===== src/rtl/steer_pkg.sv =====
// Shared constants, address classifiers and the request classification
// record used by the legacy steering decoder. Assumes 16-bit I/O addresses
// with aliases folded onto bits 9:0.
package steer_pkg;

    localparam int          IO_W      = 16;
    localparam int          BE_W      = 4;
    localparam logic [9:0]  IO_HI_DW  = 10'h3BC;

    // Monochrome adapter I/O location test on an alias-folded offset
    function automatic logic io_is_mono(input logic [9:0] off);
        return (off == 10'h3B4) || (off == 10'h3B5) || (off == 10'h3B8) ||
               (off == 10'h3B9) || (off == 10'h3BA) || (off == 10'h3BF);
    endfunction

    // Colour/VGA I/O range test on an alias-folded offset
    function automatic logic io_is_vga(input logic [9:0] off);
        return ((off >= 10'h3B0) && (off <= 10'h3BB)) ||
               ((off >= 10'h3C0) && (off <= 10'h3DF));
    endfunction

    typedef struct packed {
        logic              mem_vga;   // memory in 0A0000h-0BFFFFh
        logic              mem_mono;  // memory in 0B0000h-0B7FFFh
        logic              mem_hole;  // memory in 15MB-16MB
        logic              io_any;    // at least one byte enabled
        logic              io_vga;    // some byte in a VGA range
        logic              io_mono;   // some byte on a mono location
        logic              io_hi;     // dword is 3BCh-3BFh
        logic [IO_W-1:0]   io_first;  // lowest touched byte address
        logic [IO_W-1:0]   io_last;   // highest touched byte address
    } req_class_t;

endpackage


===== src/rtl/steer_ctrl_reg.sv =====
// Legacy access control register: hole enable in bit 7, per-port
// mono-present bits in the low bits, remaining bits read as zero.
// Assumes NPORTS <= 4 so the reserved field stays clear.
module steer_ctrl_reg
    import steer_pkg::*;
#(
    parameter int         NPORTS     = 4,
    parameter logic [7:0] CFG_OFFSET = 8'h87
) (
    input  logic              clk,
    input  logic              rst_n,
    input  logic              wr_i,
    input  logic [7:0]        addr_i,
    input  logic [7:0]        wdata_i,
    input  logic              lock_i,
    output logic              hole_en_o,
    output logic [NPORTS-1:0] mono_o,
    output logic [7:0]        rdata_o
);

    logic              hole_q;
    logic [NPORTS-1:0] mono_q;
    logic              hit;

    assign hit = (addr_i == CFG_OFFSET);

    // Register update: hole bit frozen by lock, mono bits always writable
    always_ff @(posedge clk) begin
        if (!rst_n) begin
            hole_q <= 1'b0;
            mono_q <= '0;
        end else if (wr_i && hit) begin
            if (!lock_i) hole_q <= wdata_i[7];
            mono_q <= wdata_i[NPORTS-1:0];
        end
    end

    // Read mux: register image at its offset, zero elsewhere
    always_comb begin
        rdata_o = '0;
        if (hit) begin
            rdata_o[7]          = hole_q;
            rdata_o[NPORTS-1:0] = mono_q;
        end
    end

    assign hole_en_o = hole_q;
    assign mono_o    = mono_q;

endmodule


===== src/rtl/steer_req_class.sv =====
// Classifies one request against the legacy ranges, independent of any
// port. I/O bytes are {addr[15:2], lane}; aliases fold to bits 9:0.
module steer_req_class
    import steer_pkg::*;
#(
    parameter int ADDR_W = 32
) (
    input  logic              is_io_i,
    input  logic [ADDR_W-1:0] addr_i,
    input  logic [BE_W-1:0]   be_i,
    output req_class_t        cls_o
);

    // Memory range decode by shifted compare
    always_comb begin
        cls_o.mem_vga  = !is_io_i && ((addr_i >> 17) == ADDR_W'(5));
        cls_o.mem_mono = !is_io_i && ((addr_i >> 15) == ADDR_W'(22));
        cls_o.mem_hole = !is_io_i && ((addr_i >> 20) == ADDR_W'(15));
    end

    // Per-byte I/O decode and span extent
    always_comb begin
        logic [IO_W-1:0] a;
        cls_o.io_any   = 1'b0;
        cls_o.io_vga   = 1'b0;
        cls_o.io_mono  = 1'b0;
        cls_o.io_first = '0;
        cls_o.io_last  = '0;
        cls_o.io_hi    = is_io_i && (addr_i[9:2] == IO_HI_DW[9:2]);
        for (int b = 0; b < BE_W; b++) begin
            a = {addr_i[IO_W-1:2], 2'(b)};
            if (is_io_i && be_i[b]) begin
                if (!cls_o.io_any) cls_o.io_first = a;
                cls_o.io_any  = 1'b1;
                cls_o.io_last = a;
                cls_o.io_vga  = cls_o.io_vga  | io_is_vga(a[9:0]);
                cls_o.io_mono = cls_o.io_mono | io_is_mono(a[9:0]);
            end
        end
    end

endmodule


===== src/rtl/steer_port_qual.sv =====
// Decides whether one port claims the classified request, applying the
// VGA/mono-present pair, the access enables and the I/O window.
module steer_port_qual
    import steer_pkg::*;
(
    input  logic            is_io_i,
    input  req_class_t      cls_i,
    input  logic            vga_en_i,
    input  logic            mono_i,
    input  logic            mem_en_i,
    input  logic            io_en_i,
    input  logic [IO_W-1:0] base_i,
    input  logic [IO_W-1:0] limit_i,
    output logic            claim_o,
    output logic            illegal_o
);

    logic mono_eff, in_win, mem_claim, io_claim;

    // Qualification of memory and I/O claims for this port
    always_comb begin
        mono_eff  = mono_i & vga_en_i;
        illegal_o = mono_i & ~vga_en_i;
        in_win    = (cls_i.io_first >= base_i) && (cls_i.io_last <= limit_i);
        mem_claim = mem_en_i & cls_i.mem_vga & ~(mono_eff & cls_i.mem_mono);
        io_claim  = io_en_i & cls_i.io_any &
                    (cls_i.io_hi ? (~mono_eff & in_win)
                                 : (cls_i.io_vga & ~(mono_eff & cls_i.io_mono)));
        claim_o   = vga_en_i & (is_io_i ? io_claim : mem_claim);
    end

endmodule


===== src/rtl/steer_legacy_decode.sv =====
// Top of the legacy display steering decoder: control register, request
// classifier, one qualifier per port and a lowest-index priority pick.
module steer_legacy_decode
    import steer_pkg::*;
#(
    parameter int         NPORTS     = 4,
    parameter int         ADDR_W     = 32,
    parameter logic [7:0] CFG_OFFSET = 8'h87
) (
    input  logic                   clk,
    input  logic                   rst_n,
    input  logic                   cfg_wr_i,
    input  logic [7:0]             cfg_addr_i,
    input  logic [7:0]             cfg_wdata_i,
    output logic [7:0]             cfg_rdata_o,
    input  logic                   hole_lock_i,
    input  logic                   req_is_io_i,
    input  logic [ADDR_W-1:0]      req_addr_i,
    input  logic [3:0]             req_be_i,
    input  logic [NPORTS-1:0]      port_vga_en_i,
    input  logic [NPORTS-1:0]      port_mem_en_i,
    input  logic [NPORTS-1:0]      port_io_en_i,
    input  logic [NPORTS*16-1:0]   port_io_base_i,
    input  logic [NPORTS*16-1:0]   port_io_limit_i,
    output logic [NPORTS-1:0]      port_sel_o,
    output logic                   backbone_o,
    output logic                   hole_o,
    output logic [NPORTS-1:0]      illegal_o
);

    logic              hole_en;
    logic [NPORTS-1:0] mono;
    logic [NPORTS-1:0] claim;
    req_class_t        cls;

    steer_ctrl_reg #(.NPORTS(NPORTS), .CFG_OFFSET(CFG_OFFSET)) ctrl_i (
        .clk(clk), .rst_n(rst_n), .wr_i(cfg_wr_i), .addr_i(cfg_addr_i),
        .wdata_i(cfg_wdata_i), .lock_i(hole_lock_i), .hole_en_o(hole_en),
        .mono_o(mono), .rdata_o(cfg_rdata_o)
    );

    steer_req_class #(.ADDR_W(ADDR_W)) class_i (
        .is_io_i(req_is_io_i), .addr_i(req_addr_i), .be_i(req_be_i),
        .cls_o(cls)
    );

    for (genvar p = 0; p < NPORTS; p++) begin : g_port
        steer_port_qual qual_i (
            .is_io_i(req_is_io_i), .cls_i(cls),
            .vga_en_i(port_vga_en_i[p]), .mono_i(mono[p]),
            .mem_en_i(port_mem_en_i[p]), .io_en_i(port_io_en_i[p]),
            .base_i(port_io_base_i[p*IO_W +: IO_W]),
            .limit_i(port_io_limit_i[p*IO_W +: IO_W]),
            .claim_o(claim[p]), .illegal_o(illegal_o[p])
        );
    end

    // Lowest-numbered claiming port wins
    always_comb begin
        logic found;
        found      = 1'b0;
        port_sel_o = '0;
        for (int p = 0; p < NPORTS; p++) begin
            if (claim[p] && !found) begin
                port_sel_o[p] = 1'b1;
                found         = 1'b1;
            end
        end
        backbone_o = !found;
    end

    // Hole flag for DRAM claim suppression
    assign hole_o = hole_en & cls.mem_hole;

endmodule


===== config.mk =====
export PLATFORM = sky130hd
export DESIGN_NAME = steer_legacy_decode
export DESIGN_NICKNAME = d
export VERILOG_FILES = /design/src/rtl/steer_pkg.sv /design/src/rtl/steer_ctrl_reg.sv /design/src/rtl/steer_req_class.sv /design/src/rtl/steer_port_qual.sv /design/src/rtl/steer_legacy_decode.sv
export SDC_FILE = /design/constraint.sdc
export NUM_CORES = 1
export LEC_CHECK = 0
export BUFFER_PORTS_ARGS = -buffer_cell sky130_fd_sc_hd__buf_2
export CAP_MARGIN = 5
export CORE_ASPECT_RATIO = 1.75
export CORE_MARGIN = 1
export CORE_UTILIZATION = 48
export DETAILED_ROUTE_END_ITERATION = 7
export PLACE_DENSITY = 0.89
export SETUP_SLACK_MARGIN = 0.1
export SLEW_MARGIN = 5
export SYNTH_ARGS = -nofsm -noshare
export SYNTH_HDL_FRONTEND = slang
export SYNTH_SLANG_ARGS = --single-unit

===== constraint.sdc =====
create_clock -name clk -period 4.7 [get_ports clk]
set_input_delay 0.94 -clock clk [delete_from_list [all_inputs] [get_ports clk]]
set_output_delay 0.94 -clock clk [all_outputs]
set_load 0.1 [all_outputs]

; ---- After elaboration in Yosys (flattened, before gate mapping)
; Cells that the tools add are included.
[classes]
n_lt_le_gt_ge = 24
eq_ne = 7
muxes = 28
bitwise_logic = 68
reduce_logical = 35
[ops]
columns = op, count
row1 = 2-to-1 mux 32 bit, 4
row2 = greater-or-equal comparator 10 bit (second input constant), 8
row3 = less-or-equal comparator 10 bit (second input constant), 8
row4 = greater-or-equal comparator 16 bit, 4
row5 = less-or-equal comparator 16 bit, 4
row6 = 2-to-1 mux 16 bit, 3
row7 = AND 1 bit, 45
row8 = equality test 8 bit (second input constant), 4
row9 = logical AND 1 bit, 24
row10 = equality test 17 x 5 -> 1 bit (second input constant), 1
row11 = NOT 1 bit, 17
row12 = 2-to-1 mux 1 bit, 16
row13 = equality test 15 x 3 -> 1 bit (second input constant), 1
row14 = equality test 12 x 4 -> 1 bit (second input constant), 1
row15 = 2-to-1 mux 3 bit, 4
row16 = OR 1 bit, 6
row17 = zero test 1 bit, 5
row18 = logical OR 1 bit, 5
row19 = 2-to-1 mux 4 bit, 1
row20 = AND reduction 2 bit, 1
[word_totals]
reg_bits = 5
input_bits = 197
output_inout_bits = 18
wordCells = 164

; ---- Longest topological paths before layout
[logic_depth]
ltp_word = 28
mapped_depth = 13

; ---- Hierarchy
; A second synthesis with hierarchy kept.
[hier_totals]
cells_unflattened = 591
area_unflattened_um2 = 4216.5
[modules_own_cells]
columns = module, instances, cells_per_inst, area_per_inst_um2, seq_area_each_um2
row1 = steer_port_qual (g_port[0].qual_i ...), 3, 121, 859.6, 0.0
row2 = steer_port_qual (g_port[2].qual_i), 1, 121, 862.1, 0.0
row3 = steer_req_class, 1, 65, 391.6, 0.0
row4 = steer_ctrl_reg, 1, 36, 329.1, 100.1
row5 = steer_legacy_decode, 1, 6, 55.1, 0.0

; ---- Worst setup path before layout
; OpenSTA, ideal clock, no wires.
[synth_path]
kind = input-to-output
startpoint = input req_be_i[3]
endpoint = output port_sel_o[2]
t_arrival_ns = 5.204
required_time_ns = 3.760
setup_slack_ns = -1.444
stages = 12
n_path_buf = 2
cell_sequence = nor4_1 nor2b_1 clkbuf_1 clkbuf_1 and2_1 ha_1 a21o_1 a21o_1 a221o_1 a211oi_2 a211oi_2 nor3_1
[synth_between]
elab_chain_len = 16
elab_cells_between_ends = 46
cone_classes = order compare (6) / mux (11) / bitwise (21) / reduce/logical (8)
[synth_lines]
columns = item, line_no
row1 = from (decl), steer_legacy_decode.sv:19  ; input logic [3:0] req_be_i,
row2 = logical AND 1 bit (*), steer_req_class.sv:32  ; if (is_io_i && be_i[b]) begin
row3 = 2-to-1 mux 32 bit / 2-to-1 mux 3 bit (equally long branches), steer_req_class.sv:32
row4 = "greater-or-equal comparator 16 bit, or another cell as far along", steer_port_qual.sv:24  ; in_win = (cls_i.io_first >= base_i) && (cls_i.io_last <= limit_i);
row5 = logical AND 1 bit / NOT 1 bit (equally long branches), "steer_port_qual.sv:24, steer_port_qual.sv:28"
row6 = "AND 1 bit, on equally long branches", "steer_port_qual.sv:27, steer_port_qual.sv:28"
row7 = 2-to-1 mux 1 bit, steer_port_qual.sv:27  ; (cls_i.io_hi ? (~mono_eff & in_win)
row8 = AND 1 bit (*), steer_port_qual.sv:26  ; io_claim = io_en_i & cls_i.io_any &
row9 = 2-to-1 mux 1 bit (*), steer_port_qual.sv:29  ; claim_o = vga_en_i & (is_io_i ? io_claim : mem_claim);
row10 = AND 1 bit (*), steer_port_qual.sv:29
row11 = net g_port[0].qual_i.claim_o, steer_port_qual.sv:14  ; output logic claim_o,
row12 = 2-to-1 mux 1 bit (*), steer_legacy_decode.sv:64  ; if (claim[p] && !found) begin
row13 = zero test 1 bit, steer_legacy_decode.sv:64
row14 = logical AND 1 bit, steer_legacy_decode.sv:64
row15 = 2-to-1 mux 1 bit (*), steer_legacy_decode.sv:64
row16 = zero test 1 bit (*), steer_legacy_decode.sv:64
row17 = logical AND 1 bit (*), steer_legacy_decode.sv:64
row18 = 2-to-1 mux 1 bit (*), steer_legacy_decode.sv:64
row19 = to (decl), steer_legacy_decode.sv:25  ; output logic [NPORTS-1:0] port_sel_o,
; The timed path passes the listed nets; every way through them passes the cells marked *.

; ---- Worst setup path in the final report
[layout_path]
startpoint = input req_be_i[0]
endpoint = output port_sel_o[3]
[layout_between]
elab_chain_len = 25
elab_cells_between_ends = 76
cone_classes = order compare (8) / mux (23) / bitwise (34) / reduce/logical (11)
[layout_lines]
columns = item, line_no
row1 = logical AND 1 bit (*), steer_req_class.sv:32
row2 = 2-to-1 mux 3 bit / 2-to-1 mux 32 bit (equally long branches), steer_req_class.sv:32
row3 = 2-to-1 mux 16 bit / OR 1 bit (equally long branches), "steer_req_class.sv:33, steer_req_class.sv:37"
row4 = 2-to-1 mux 32 bit / 2-to-1 mux 3 bit (equally long branches), steer_req_class.sv:32
row5 = 2-to-1 mux 16 bit / OR 1 bit (equally long branches), "steer_req_class.sv:33, steer_req_class.sv:37"
row6 = 2-to-1 mux 32 bit / 2-to-1 mux 3 bit (equally long branches), steer_req_class.sv:32
row7 = 2-to-1 mux 16 bit / OR 1 bit (equally long branches), "steer_req_class.sv:33, steer_req_class.sv:37"
row8 = 2-to-1 mux 32 bit / 2-to-1 mux 3 bit (equally long branches), steer_req_class.sv:32
row9 = [... 9 more ...], -
row10 = logical AND 1 bit, steer_legacy_decode.sv:64
row11 = 2-to-1 mux 1 bit, steer_legacy_decode.sv:64
row12 = zero test 1 bit, steer_legacy_decode.sv:64
row13 = logical AND 1 bit, steer_legacy_decode.sv:64
row14 = 2-to-1 mux 1 bit, steer_legacy_decode.sv:64
row15 = zero test 1 bit, steer_legacy_decode.sv:64
row16 = logical AND 1 bit (*), steer_legacy_decode.sv:64
row17 = 2-to-1 mux 1 bit (*), steer_legacy_decode.sv:64
; Mark *: on every way between the ends. The rest lies on a longest branch, timed or not.

==> run metrics <==
status=complete, but fails checks; failing checks=setup timing; Required @ worst endpoint=3.76 ns; diodes inserted=0; CP arrival=around 3.9 ns; drt pass-1 iters=6; Worst-path clk slew=0.03 ns; multi-input logic area=approximately 4100 sq um; WHS=between 0.5 and 0.6 ns; Synth Area in Compound Gates=0.198; Finished Layout Cells=970; Cells after Synth=about 580; CTS max path bufs=2; Fill cells=roughly 540; #FFs+latches synth=5; share of layout cells above drive strength 1=0.429; IO Port Bufs=~200; Boundary Pins=~220; Post-Synth Simple-Gate Area=0.255; Register Area=roughly 100 sq um; Synth top area share=0.388; post-DP HPWL=12500 um; CP peak stage delay=between 0.3 and 0.4 ns; number of global-route vias before repair=~5600; fmax=between 200 and 250 MHz; Core Region=~8300 sq um; Layout Skew=0 ns; CP dominant cell by count=buf_6; Setup WS post-layout=-0.130 ns; initial core utilization=0.496; CTS Hold Bufs=0; period utilization=1.03; Synth area leader=ha_1; crit path max-delay cell type=a221o_1; global-route wire length before repair=between 20000 and 25000 um; Root Buffer=clkbuf_16; most frequent cells in the layout=buf_2 (197), inv_1 (125), ha_1 (101); XOR/XNOR share of the synthesized area=0; crit path kind=in -> out; post-synthesis mux area share=0.00243; CTS buffer count=3; worst min path class=reg -> reg; Yosys Warn Count=0; CP max FO=5; CTS tree=built; Die Area=approximately 9000 sq um; Mean Syn Cell Area=around 7.1 sq um; adder-cell area share of the yosys netlist=0.388; Critical Path Source Type=input pin; Post-synth EDFFs=0; Post-synth ARST share=0; Max IR drop VDD=0.0951 mV; top post-synthesis cells by area=ha_1 (39%), inv_1 (11%), and2_1 (5.5%), a21oi_1 (5.2%), nand4_1 (4.1%); RSZ-0062 raised after global routing=true; # H-tree levels=1; Netlist Area Pre-Place=roughly 4100 sq um; row count=44; placed cell count=about 950; total track usage=0.351; Routed Antenna Nets=0; Fin. Hold Viols=0; final net count=roughly 1200; Die Span Y=approximately 120 um; critical path cell sequence=buf_8 -> nor4_4 -> buf_4 -> nor2b_4 -> buf_6 -> and2_4 -> buf_6 -> ha_4 -> a21o_1 -> a21o_1 -> a221o_1 -> a211oi_2 -> buf_4 -> a211oi_4 -> buf_6 -> nor4b_4 -> buf_12; Worst Max-Slew Pin Slew=~0.8 ns; max-capacitance violation count=0; routability cong.=slightly above 0.9; drt wl/cell=about 17 um; commonest non-fill, non-tap cell in the layout=buf_2; DR DRC count=0; final setup vio count=4; sequential-to-total area share from yosys stat=0.0243; Yosys cell types=53; Detailed Route WL=roughly 17000 um; DRT iter0 DRCs=260; Slew Viols, Final=0; mean number of vias per cell=between 5 and 6; Die Span X=approximately 72 um; Crit. End Element=primary output; synthesis-to-finish area growth=61.1%; post-layout util=0.800; clock insertion delay at the later pin of the skew report=0.23 ns; Main synth FF type=dfxtp_1; via count=around 5500; initial antenna violation count=0; min cycle time layout=4.83 ns; largest net degree at the start of global routing=11; LEAKAGE=between 3 and 4 nW; worst slew margin relative to its limit=0.458; clk sinks=5; largest family of logic cells by synthesized area=adder cells; total overflow reported by the global router=0; PwrDens=about 100 nW/um^2
routing by layer:
metal	vias up	wire length [um]	GRT usage
met5	-	0	0
met1	2474	5540	0.311
met2	274	8450	0.645
li1	2595	-	-
met4	0	1580	0.295
met3	118	1050	0.0704
logic make-up after synthesis:
kind of cell,Yosys count
AND/OR/NAND/NOR,188
buffers and inverters,136
adder cells (fa/ha/maj),128
AO/OA/AOI/OAI,123
flip-flops,5
multiplexers,1
other,1
Yosys cell counts (4+ instances only):
library cell	count
a211oi_1	4
a21oi_1	43
buf_4	8
nor4_1	5
nand3_1	16
a21boi_0	6
and2_1	36
dfxtp_1	5
ha_1	128
nor2_1	19
nor3_1	10
o21ai_0	24
a21o_1	10
nand2b_1	6
and4_1	4
nand2_1	37
inv_1	125
nand4_1	27
nor2b_1	14
worst paths after layout:
kind / from / to / slack, ns / cells after the start
worst max register to register: ctrl_i.mono_o[2] / ctrl_i.mono_o[2] / 3.88 / 2
worst min register to register: ctrl_i.mono_o[1] / ctrl_i.mono_o[1] / 0.55 / 2
worst max-delay path: req_be_i[0] / port_sel_o[3] / -0.13 / 17
worst min-delay path: ctrl_i.mono_o[1] / ctrl_i.mono_o[1] / 0.55 / 2
layout make-up:
type / instances / area share
multi-input combinational: 444 / 0.619
timing repair buffer: 277 / 0.262
inverter: 125 / 0.0706
sequential: 5 / 0.0151
tap: 115 / 0.0216
clock buffer: 4 / 0.0119
critical path, delay by kind of cell:
kind	cells	cell delay [ns]
compound gates	5	0.93
fa+ha+maj	1	0.21
buf+inv	7	1.07
simple gates	4	0.73
report_power, final:
part           internal, W  switching, W
Sequential       0.0000428  0.0000000829
Combinational     0.000252      0.000259
Clock             0.000113     0.0000292
Total             0.000407      0.000288
sequential cells by signal, indices dropped and copies added (netlist names):
name              flops
ctrl_i.mono_o         4
ctrl_i.hole_en_o      1
per-stage QoR:
step | total power, W | cell area, sq um | setup slack (ns) | TNS, ns
floorplan | 0.000276 | 4320 | -0.216 | -0.228
global placement | 0.000452 | 5920 | -0.456 | -1.70
detailed placement | 0.000467 | 5920 | -0.484 | -1.86
CTS | 0.000658 | 6490 | 0.00598 | 0
global route | 0.000746 | 6650 | -0.257 | -0.753
finish | 0.000695 | 6650 | -0.130 | -0.362
what timing repair did:
item,in CTS,in global routing
buffers inserted,8,4
setup endpoints to repair,5,5
pin swaps,23,17
gates resized for setup,71,22
cloned,2,0
hold endpoints to repair,0,0
(Power assumes the default switching activity.)
